**config.mk**
```make
export PLATFORM = sky130hd
export DESIGN_NAME = snp_wb_ctrl
export DESIGN_NICKNAME = d
export VERILOG_FILES = /design/src/rtl/snp_pkg.sv /design/src/rtl/snp_tag_store.sv /design/src/rtl/snp_bus_handover.sv /design/src/rtl/snp_wb_burst.sv /design/src/rtl/snp_wb_ctrl.sv
export SDC_FILE = /design/constraint.sdc
export NUM_CORES = 1
export LEC_CHECK = 0
export BUFFER_PORTS_ARGS = -buffer_cell sky130_fd_sc_hd__buf_2
export CAP_MARGIN = 20
export CORE_ASPECT_RATIO = 1.1
export CORE_MARGIN = 10
export CORE_UTILIZATION = 50
export DETAILED_ROUTE_END_ITERATION = 12
export PLACE_DENSITY = 0.67
export SLEW_MARGIN = 15
export SYNTH_ARGS = -nofsm -noshare
export SYNTH_HDL_FRONTEND = slang
export SYNTH_HIERARCHICAL = 1
export SYNTH_SLANG_ARGS = --single-unit
export TNS_END_PERCENT = 10
```
**constraint.sdc**
```tcl
create_clock -name clk -period 5.3 [get_ports clk]
set_clock_uncertainty 0.05 [all_clocks]
set_input_delay 0.795 -clock clk [delete_from_list [all_inputs] [get_ports clk]]
set_output_delay 0.795 -clock clk [all_outputs]
set_load 0.02 [all_outputs]
```
**src/rtl/snp_pkg.sv**
```systemverilog
package snp_pkg;
    localparam int ADDR_W     = 32;
    localparam int LINES      = 16;
    localparam int LINE_BYTES = 16;
    localparam int WORD_BYTES = 4;
    localparam int OFF_W      = $clog2(LINE_BYTES);
    localparam int IDX_W      = $clog2(LINES);
    localparam int TAG_W      = ADDR_W - OFF_W - IDX_W;
    localparam int BEATS      = LINE_BYTES / WORD_BYTES;
    localparam int BEAT_W     = $clog2(BEATS);
    localparam int WB_W       = $clog2(WORD_BYTES);

    typedef enum logic [2:0] {
        ST_IDLE,
        ST_LOOK,
        ST_ANSWER,
        ST_WAIT_REL,
        ST_WRITEBACK
    } snp_state_e;
endpackage

```
**src/rtl/snp_tag_store.sv**
```systemverilog
module snp_tag_store
    import snp_pkg::*;
(
    input  logic              clk,
    input  logic              rst_n,
    input  logic [ADDR_W-1:0] lk_addr,
    output logic              lk_hit,
    output logic              lk_dirty,
    input  logic              fill_en,
    input  logic [ADDR_W-1:0] fill_addr,
    input  logic              fill_dirty,
    input  logic              upd_en,
    input  logic [IDX_W-1:0]  upd_idx,
    input  logic              upd_clr_valid,
    input  logic              upd_clr_dirty
);
    logic [TAG_W-1:0] tag_q [LINES];
    logic [LINES-1:0] valid_q;
    logic [LINES-1:0] dirty_q;

    logic [IDX_W-1:0] lk_idx;
    logic [IDX_W-1:0] fill_idx;

    assign lk_idx   = lk_addr[OFF_W +: IDX_W];
    assign fill_idx = fill_addr[OFF_W +: IDX_W];

    // Lookup: the tag must match as well as the index
    assign lk_hit   = valid_q[lk_idx] && (tag_q[lk_idx] == lk_addr[ADDR_W-1 -: TAG_W]);
    assign lk_dirty = dirty_q[lk_idx];

    // Probe-side updates take priority over fills
    always_ff @(posedge clk or negedge rst_n) begin
        if (!rst_n) begin
            valid_q <= '0;
            dirty_q <= '0;
        end else if (upd_en) begin
            if (upd_clr_valid) valid_q[upd_idx] <= 1'b0;
            if (upd_clr_dirty) dirty_q[upd_idx] <= 1'b0;
        end else if (fill_en) begin
            valid_q[fill_idx] <= 1'b1;
            dirty_q[fill_idx] <= fill_dirty;
        end
    end

    always_ff @(posedge clk) begin
        if (fill_en && !upd_en) begin
            tag_q[fill_idx] <= fill_addr[ADDR_W-1 -: TAG_W];
        end
    end
endmodule

```
**src/rtl/snp_bus_handover.sv**
```systemverilog
module snp_bus_handover (
    input  logic clk,
    input  logic rst_n,
    input  logic bus_req,
    input  logic wb_busy,
    output logic bus_grant
);
    // Grant follows the request by one clock, withheld while we own the bus
    always_ff @(posedge clk or negedge rst_n) begin
        if (!rst_n) bus_grant <= 1'b0;
        else        bus_grant <= bus_req && !wb_busy;
    end
endmodule

```
**src/rtl/snp_wb_burst.sv**
```systemverilog
module snp_wb_burst
    import snp_pkg::*;
(
    input  logic              clk,
    input  logic              rst_n,
    input  logic              active,
    input  logic [ADDR_W-1:0] base_addr,
    input  logic              mem_ready,
    output logic              mem_wr_valid,
    output logic [ADDR_W-1:0] mem_wr_addr,
    output logic [BEAT_W-1:0] mem_wr_beat,
    output logic              last_done
);
    logic [BEAT_W-1:0] beat_q;

    always_ff @(posedge clk or negedge rst_n) begin
        if (!rst_n)                beat_q <= '0;
        else if (!active)          beat_q <= '0;
        else if (mem_ready)        beat_q <= beat_q + 1'b1;
    end

    assign mem_wr_valid = active;
    assign mem_wr_beat  = beat_q;
    assign mem_wr_addr  = {base_addr[ADDR_W-1:OFF_W], beat_q, {WB_W{1'b0}}};
    assign last_done    = active && mem_ready && (beat_q == BEAT_W'(BEATS-1));
endmodule

```
**src/rtl/snp_wb_ctrl.sv**
```systemverilog
module snp_wb_ctrl
    import snp_pkg::*;
(
    input  logic              clk,
    input  logic              rst_n,
    input  logic              bus_req,
    output logic              bus_grant,
    input  logic              snp_strobe,
    input  logic              snp_kill,
    input  logic [ADDR_W-1:0] snp_addr,
    output logic              line_hit_n,
    output logic              mod_hit_n,
    input  logic              cpu_wr_en,
    input  logic [ADDR_W-1:0] cpu_wr_addr,
    input  logic              cpu_wr_dirty,
    output logic              cpu_wr_ready,
    output logic              mem_wr_valid,
    output logic [ADDR_W-1:0] mem_wr_addr,
    output logic [BEAT_W-1:0] mem_wr_beat,
    input  logic              mem_ready
);
    snp_state_e        state_q, state_d;
    logic [ADDR_W-1:0] snp_addr_q;
    logic              snp_kill_q;
    logic              look_hit_q;
    logic              look_mod_q;
    logic              lk_hit, lk_dirty;
    logic              accept, wb_active, wb_last;
    logic              upd_en, fill_en;

    assign accept       = (state_q == ST_IDLE) && snp_strobe && bus_grant;
    assign wb_active    = (state_q == ST_WRITEBACK);
    assign cpu_wr_ready = !bus_grant && (state_q == ST_IDLE);
    assign fill_en      = cpu_wr_en && cpu_wr_ready;

    // Clean kill hit is dropped at answer time; dirty lines after the last beat
    assign upd_en = ((state_q == ST_ANSWER) && look_hit_q && !look_mod_q && snp_kill_q)
                  || wb_last;

    snp_tag_store u_tags (
        .clk          (clk),
        .rst_n        (rst_n),
        .lk_addr      (snp_addr_q),
        .lk_hit       (lk_hit),
        .lk_dirty     (lk_dirty),
        .fill_en      (fill_en),
        .fill_addr    (cpu_wr_addr),
        .fill_dirty   (cpu_wr_dirty),
        .upd_en       (upd_en),
        .upd_idx      (snp_addr_q[OFF_W +: IDX_W]),
        .upd_clr_valid(snp_kill_q),
        .upd_clr_dirty(1'b1)
    );

    snp_bus_handover u_handover (
        .clk      (clk),
        .rst_n    (rst_n),
        .bus_req  (bus_req),
        .wb_busy  (wb_active),
        .bus_grant(bus_grant)
    );

    snp_wb_burst u_burst (
        .clk         (clk),
        .rst_n       (rst_n),
        .active      (wb_active),
        .base_addr   (snp_addr_q),
        .mem_ready   (mem_ready),
        .mem_wr_valid(mem_wr_valid),
        .mem_wr_addr (mem_wr_addr),
        .mem_wr_beat (mem_wr_beat),
        .last_done   (wb_last)
    );

    // Next-state logic
    always_comb begin
        state_d = state_q;
        unique case (state_q)
            ST_IDLE:      if (accept) state_d = ST_LOOK;
            ST_LOOK:      state_d = ST_ANSWER;
            ST_ANSWER:    state_d = look_mod_q ? ST_WAIT_REL : ST_IDLE;
            ST_WAIT_REL:  if (!bus_req) state_d = ST_WRITEBACK;
            ST_WRITEBACK: if (wb_last) state_d = ST_IDLE;
            default:      state_d = ST_IDLE;
        endcase
    end

    // State register with probe capture
    always_ff @(posedge clk or negedge rst_n) begin
        if (!rst_n) begin
            state_q    <= ST_IDLE;
            snp_addr_q <= '0;
            snp_kill_q <= 1'b0;
            look_hit_q <= 1'b0;
            look_mod_q <= 1'b0;
        end else begin
            state_q <= state_d;
            if (accept) begin
                snp_addr_q <= snp_addr;
                snp_kill_q <= snp_kill;
            end
            if (state_q == ST_LOOK) begin
                look_hit_q <= lk_hit;
                look_mod_q <= lk_hit && lk_dirty;
            end
        end
    end

    // Registered responses
    always_ff @(posedge clk or negedge rst_n) begin
        if (!rst_n) begin
            mod_hit_n  <= 1'b1;
            line_hit_n <= 1'b1;
        end else if (state_q == ST_ANSWER) begin
            mod_hit_n  <= !look_mod_q;
            line_hit_n <= !look_hit_q;
        end else if (wb_last) begin
            mod_hit_n  <= 1'b1;
            line_hit_n <= 1'b1;
        end
    end
endmodule

```
==> impl_metrics.prom <==
# TYPE chip_impl_metric gauge
chip_impl_info{name="outcome",value="complete, no violations"} 1
chip_impl_metric{name="worstPathMaxFanout",unit=""} 18
chip_impl_info{name="setup.worst_path.start_class",value="flop"} 1
chip_impl_metric{name="power.share.switching",unit="%"} 28.8
chip_impl_metric{name="htree_levels",unit=""} 2
chip_impl_info{name="cts_root_buffer",value="clkbuf_16"} 1
chip_impl_metric{name="num-nets-final",unit=""} 1174
chip_impl_metric{name="std_cell_rows",unit=""} 74
chip_impl_metric{name="cp.required",unit="ps"} 5470
chip_impl_metric{name="synthesis.area",unit="um2"} 19000
chip_impl_metric{name="die-area",unit="um2"} 46100
chip_impl_info{name="hp-class",value="input pin to async pin"} 1
chip_impl_metric{name="cts_hold_repair.buffers",unit=""} 0
chip_impl_info{name="timing.setup.critical_path_class",value="flop to flop"} 1
chip_impl_metric{name="maximum_number_of_pins_on_one_net_before_global_route_repair",unit=""} 80
chip_impl_metric{name="cellInternalPower",unit="mW"} 7.26
chip_impl_metric{name="post-dp-hpwl",unit="mm"} 25.5
chip_impl_metric{name="max-vdd-ir-drop",unit="mV"} 0.307
chip_impl_metric{name="power_frac_seq",unit="%"} 43.7
chip_impl_metric{name="die_width",unit="um"} 206
chip_impl_metric{name="io_buffer_count",unit=""} 100
chip_impl_metric{name="diodes_inserted",unit=""} 0
chip_impl_metric{name="clkSinkCount",unit=""} 455
chip_impl_metric{name="cap_violations",unit=""} 0
chip_impl_metric{name="placed_area",unit="um2"} 19800
chip_impl_metric{name="max-clock-path-buffers",unit=""} 3
chip_impl_metric{name="drt_iter0_markers",unit=""} 928
chip_impl_metric{name="first_global_vias",unit=""} 10300
chip_impl_metric{name="netSwitchingPower",unit="mW"} 2.93
chip_impl_metric{name="share_comb_of_total_power",unit="%"} 23.7
chip_impl_metric{name="tightest_slew",unit="ps"} 960
chip_impl_metric{name="post_cts.resized_instances",unit=""} 0
chip_impl_metric{name="hold-worst-slack",unit="ps"} 74.8
chip_impl_metric{name="grt_util_all_layers",unit="%"} 19.0
chip_impl_metric{name="max_transition_margin",unit="%"} 35.9
chip_impl_info{name="leading_cell_types_in_the_layout_fill_and_taps_excluded",value="384 x edfxtp_1, 99 x buf_2, 95 x mux4_2, 65 x dfrtp_1, 58 x o21ai_0"} 1
chip_impl_metric{name="grt_pass1_wl",unit="mm"} 65.6
chip_impl_metric{name="drive_gt1_share",unit="%"} 30.9
chip_impl_metric{name="cts.clk_slew.worst_paths",unit="ps"} 70
chip_impl_metric{name="start_util",unit="%"} 50.8
chip_impl_metric{name="gr-total-overflow",unit=""} 0
chip_impl_metric{name="timing_max_transition_violations_final",unit=""} 0
chip_impl_metric{name="static-leakage-power",unit="nW"} 7.32
chip_impl_info{name="leading_cell_type_in_the_layout_fill_and_taps_excluded",value="edfxtp_1"} 1
chip_impl_metric{name="cellPowerDensity",unit="nW/um2"} 476
chip_impl_metric{name="final-instance-count-excl-fill",unit=""} 1629
chip_impl_metric{name="timing.final.crit_share",unit="%"} 74.2
chip_impl_metric{name="floorplan.io_pins",unit=""} 111
chip_impl_metric{name="final_hold_viol_count",unit=""} 0
chip_impl_metric{name="routabilityCongestion",unit=""} 0.842
chip_impl_metric{name="cts_made_buffers",unit=""} 46
chip_impl_metric{name="netlist_instances",unit=""} 1007
chip_impl_metric{name="ant_nets",unit=""} 0
chip_impl_metric{name="final.setup.tns",unit="ps"} 0
chip_impl_metric{name="maxClockFrequency",unit="MHz"} 254
chip_impl_info{name="unrepaired_setup_endpoints_after_global_routing",value="false"} 1
chip_impl_info{name="crit_path_end_kind",value="flop"} 1
chip_impl_metric{name="postSynthAreaPerCell",unit="um2"} 18.8
chip_impl_metric{name="drt_pre_antenna_iters",unit=""} 5
chip_impl_metric{name="total_number_of_vias",unit=""} 9810
chip_impl_metric{name="avgRoutedWirePerCell",unit="um"} 26.7
chip_impl_info{name="worstSetupStartpoint",value="state_q[1]"} 1
chip_impl_info{name="startpoint_of_the_lowest_slack_register_to_register_path",value="state_q[1]"} 1
chip_impl_metric{name="numPlacedInstances",unit=""} 1546
chip_impl_metric{name="setup_violations",unit=""} 0
chip_impl_metric{name="num-fill-cells",unit=""} 2763
chip_impl_metric{name="setup_fix_bufs_post_cts",unit=""} 0
chip_impl_metric{name="power_frac_clock",unit="%"} 32.6
chip_impl_metric{name="core-area",unit="um2"} 37300
chip_impl_metric{name="post-route-cell-area",unit="um2"} 21400
chip_impl_metric{name="vias_per_cell",unit=""} 6.02
chip_impl_metric{name="antenna_violations_before_repair",unit=""} 3
chip_impl_metric{name="yosysWarningCount",unit=""} 6
chip_impl_metric{name="areaGrowthSynthToFinish",unit="%"} 13.0
chip_impl_metric{name="dieHeight",unit="um"} 224
chip_impl_info{name="tritoncts_clock_tree",value="built"} 1
chip_impl_metric{name="clkLatencyLatePin",unit="ps"} 560
chip_impl_metric{name="totalWireLength",unit="mm"} 43.5
chip_impl_metric{name="drt_drc",unit=""} 0
chip_impl_metric{name="timing.final.crit_period",unit="ps"} 3930
chip_impl_metric{name="arrival",unit="ps"} 4100
[power by group through the flow]
stage / registers, mW / logic, mW / clock network, mW
floorplan: 4.26 / 2.11 / 0
global placement: 4.52 / 2.39 / 0
detailed placement: 4.53 / 2.41 / 0
CTS: 4.46 / 2.42 / 3.39
global route: 4.50 / 2.58 / 3.55
finish: 4.45 / 2.41 / 3.32
[cell type report]
cell class	count	area (um2)	share of cell area [%]
sequential	455	13300	62.2
multi-input combinational	462	5110	23.9
clock buffer	51	1190	5.56
timing repair buffer	128	774	3.62
tap	494	618	2.89
clock inverter	31	364	1.70
inverter	8	30.0	0.140
[final timing paths]
check / to / slack, ps / cells after the start
worst max register to register: u_tags/tag_q[5][23] / 1370 / 10
min in group clk: line_hit_n / 410 / 1
worst max-delay path: u_tags/tag_q[5][23] / 1370 / 10
worst min register to register: line_hit_n / 410 / 1
worst min-delay path: snp_addr_q[6] / 70 / 1
max in group asynchronous: snp_addr_q[11] / 4520 / 2
[state kept, by name, indices dropped and copies added, names as in the netlist, 2 cells and up]
signal / cells
u_tags/tag_q: 384
u_tags/dirty_q: 16
u_tags/valid_q: 16
state_q: 3
u_burst/mem_wr_beat: 2
snp_addr_q: 28
[stage by stage]
stage	total power [mW]	utilization [%]	setup slack [ps]
3_3_place_gp	6.92	53.1	1340
6_report	10.2	57.4	1370
4_1_cts	10.3	57.3	1330
5_1_grt	10.6	57.4	1150
3_5_place_dp	6.94	53.1	1340
2_1_floorplan	6.38	-	887
[metal layers]
metal	GRT usage, %	up-vias	part of all wire, %
li1	-	4224	-
met1	24.6	5180	41
met2	32.5	330	51
met3	3.25	72	6.0
met4	5.03	4	2.1
met5	0	-	0.041
[worst max-delay path, cell delays in order (launching register included)]
cell and delay, ps:
dfrtp_1 510, nor2_1 110, nand2_1 100, inv_1 100
and3_2 230, a41o_1 420, buf_4 280, inv_1 190
nand2_1 530, nor2_4 630, buf_4 410
Note: power is estimated with default switching activity, not from simulation.
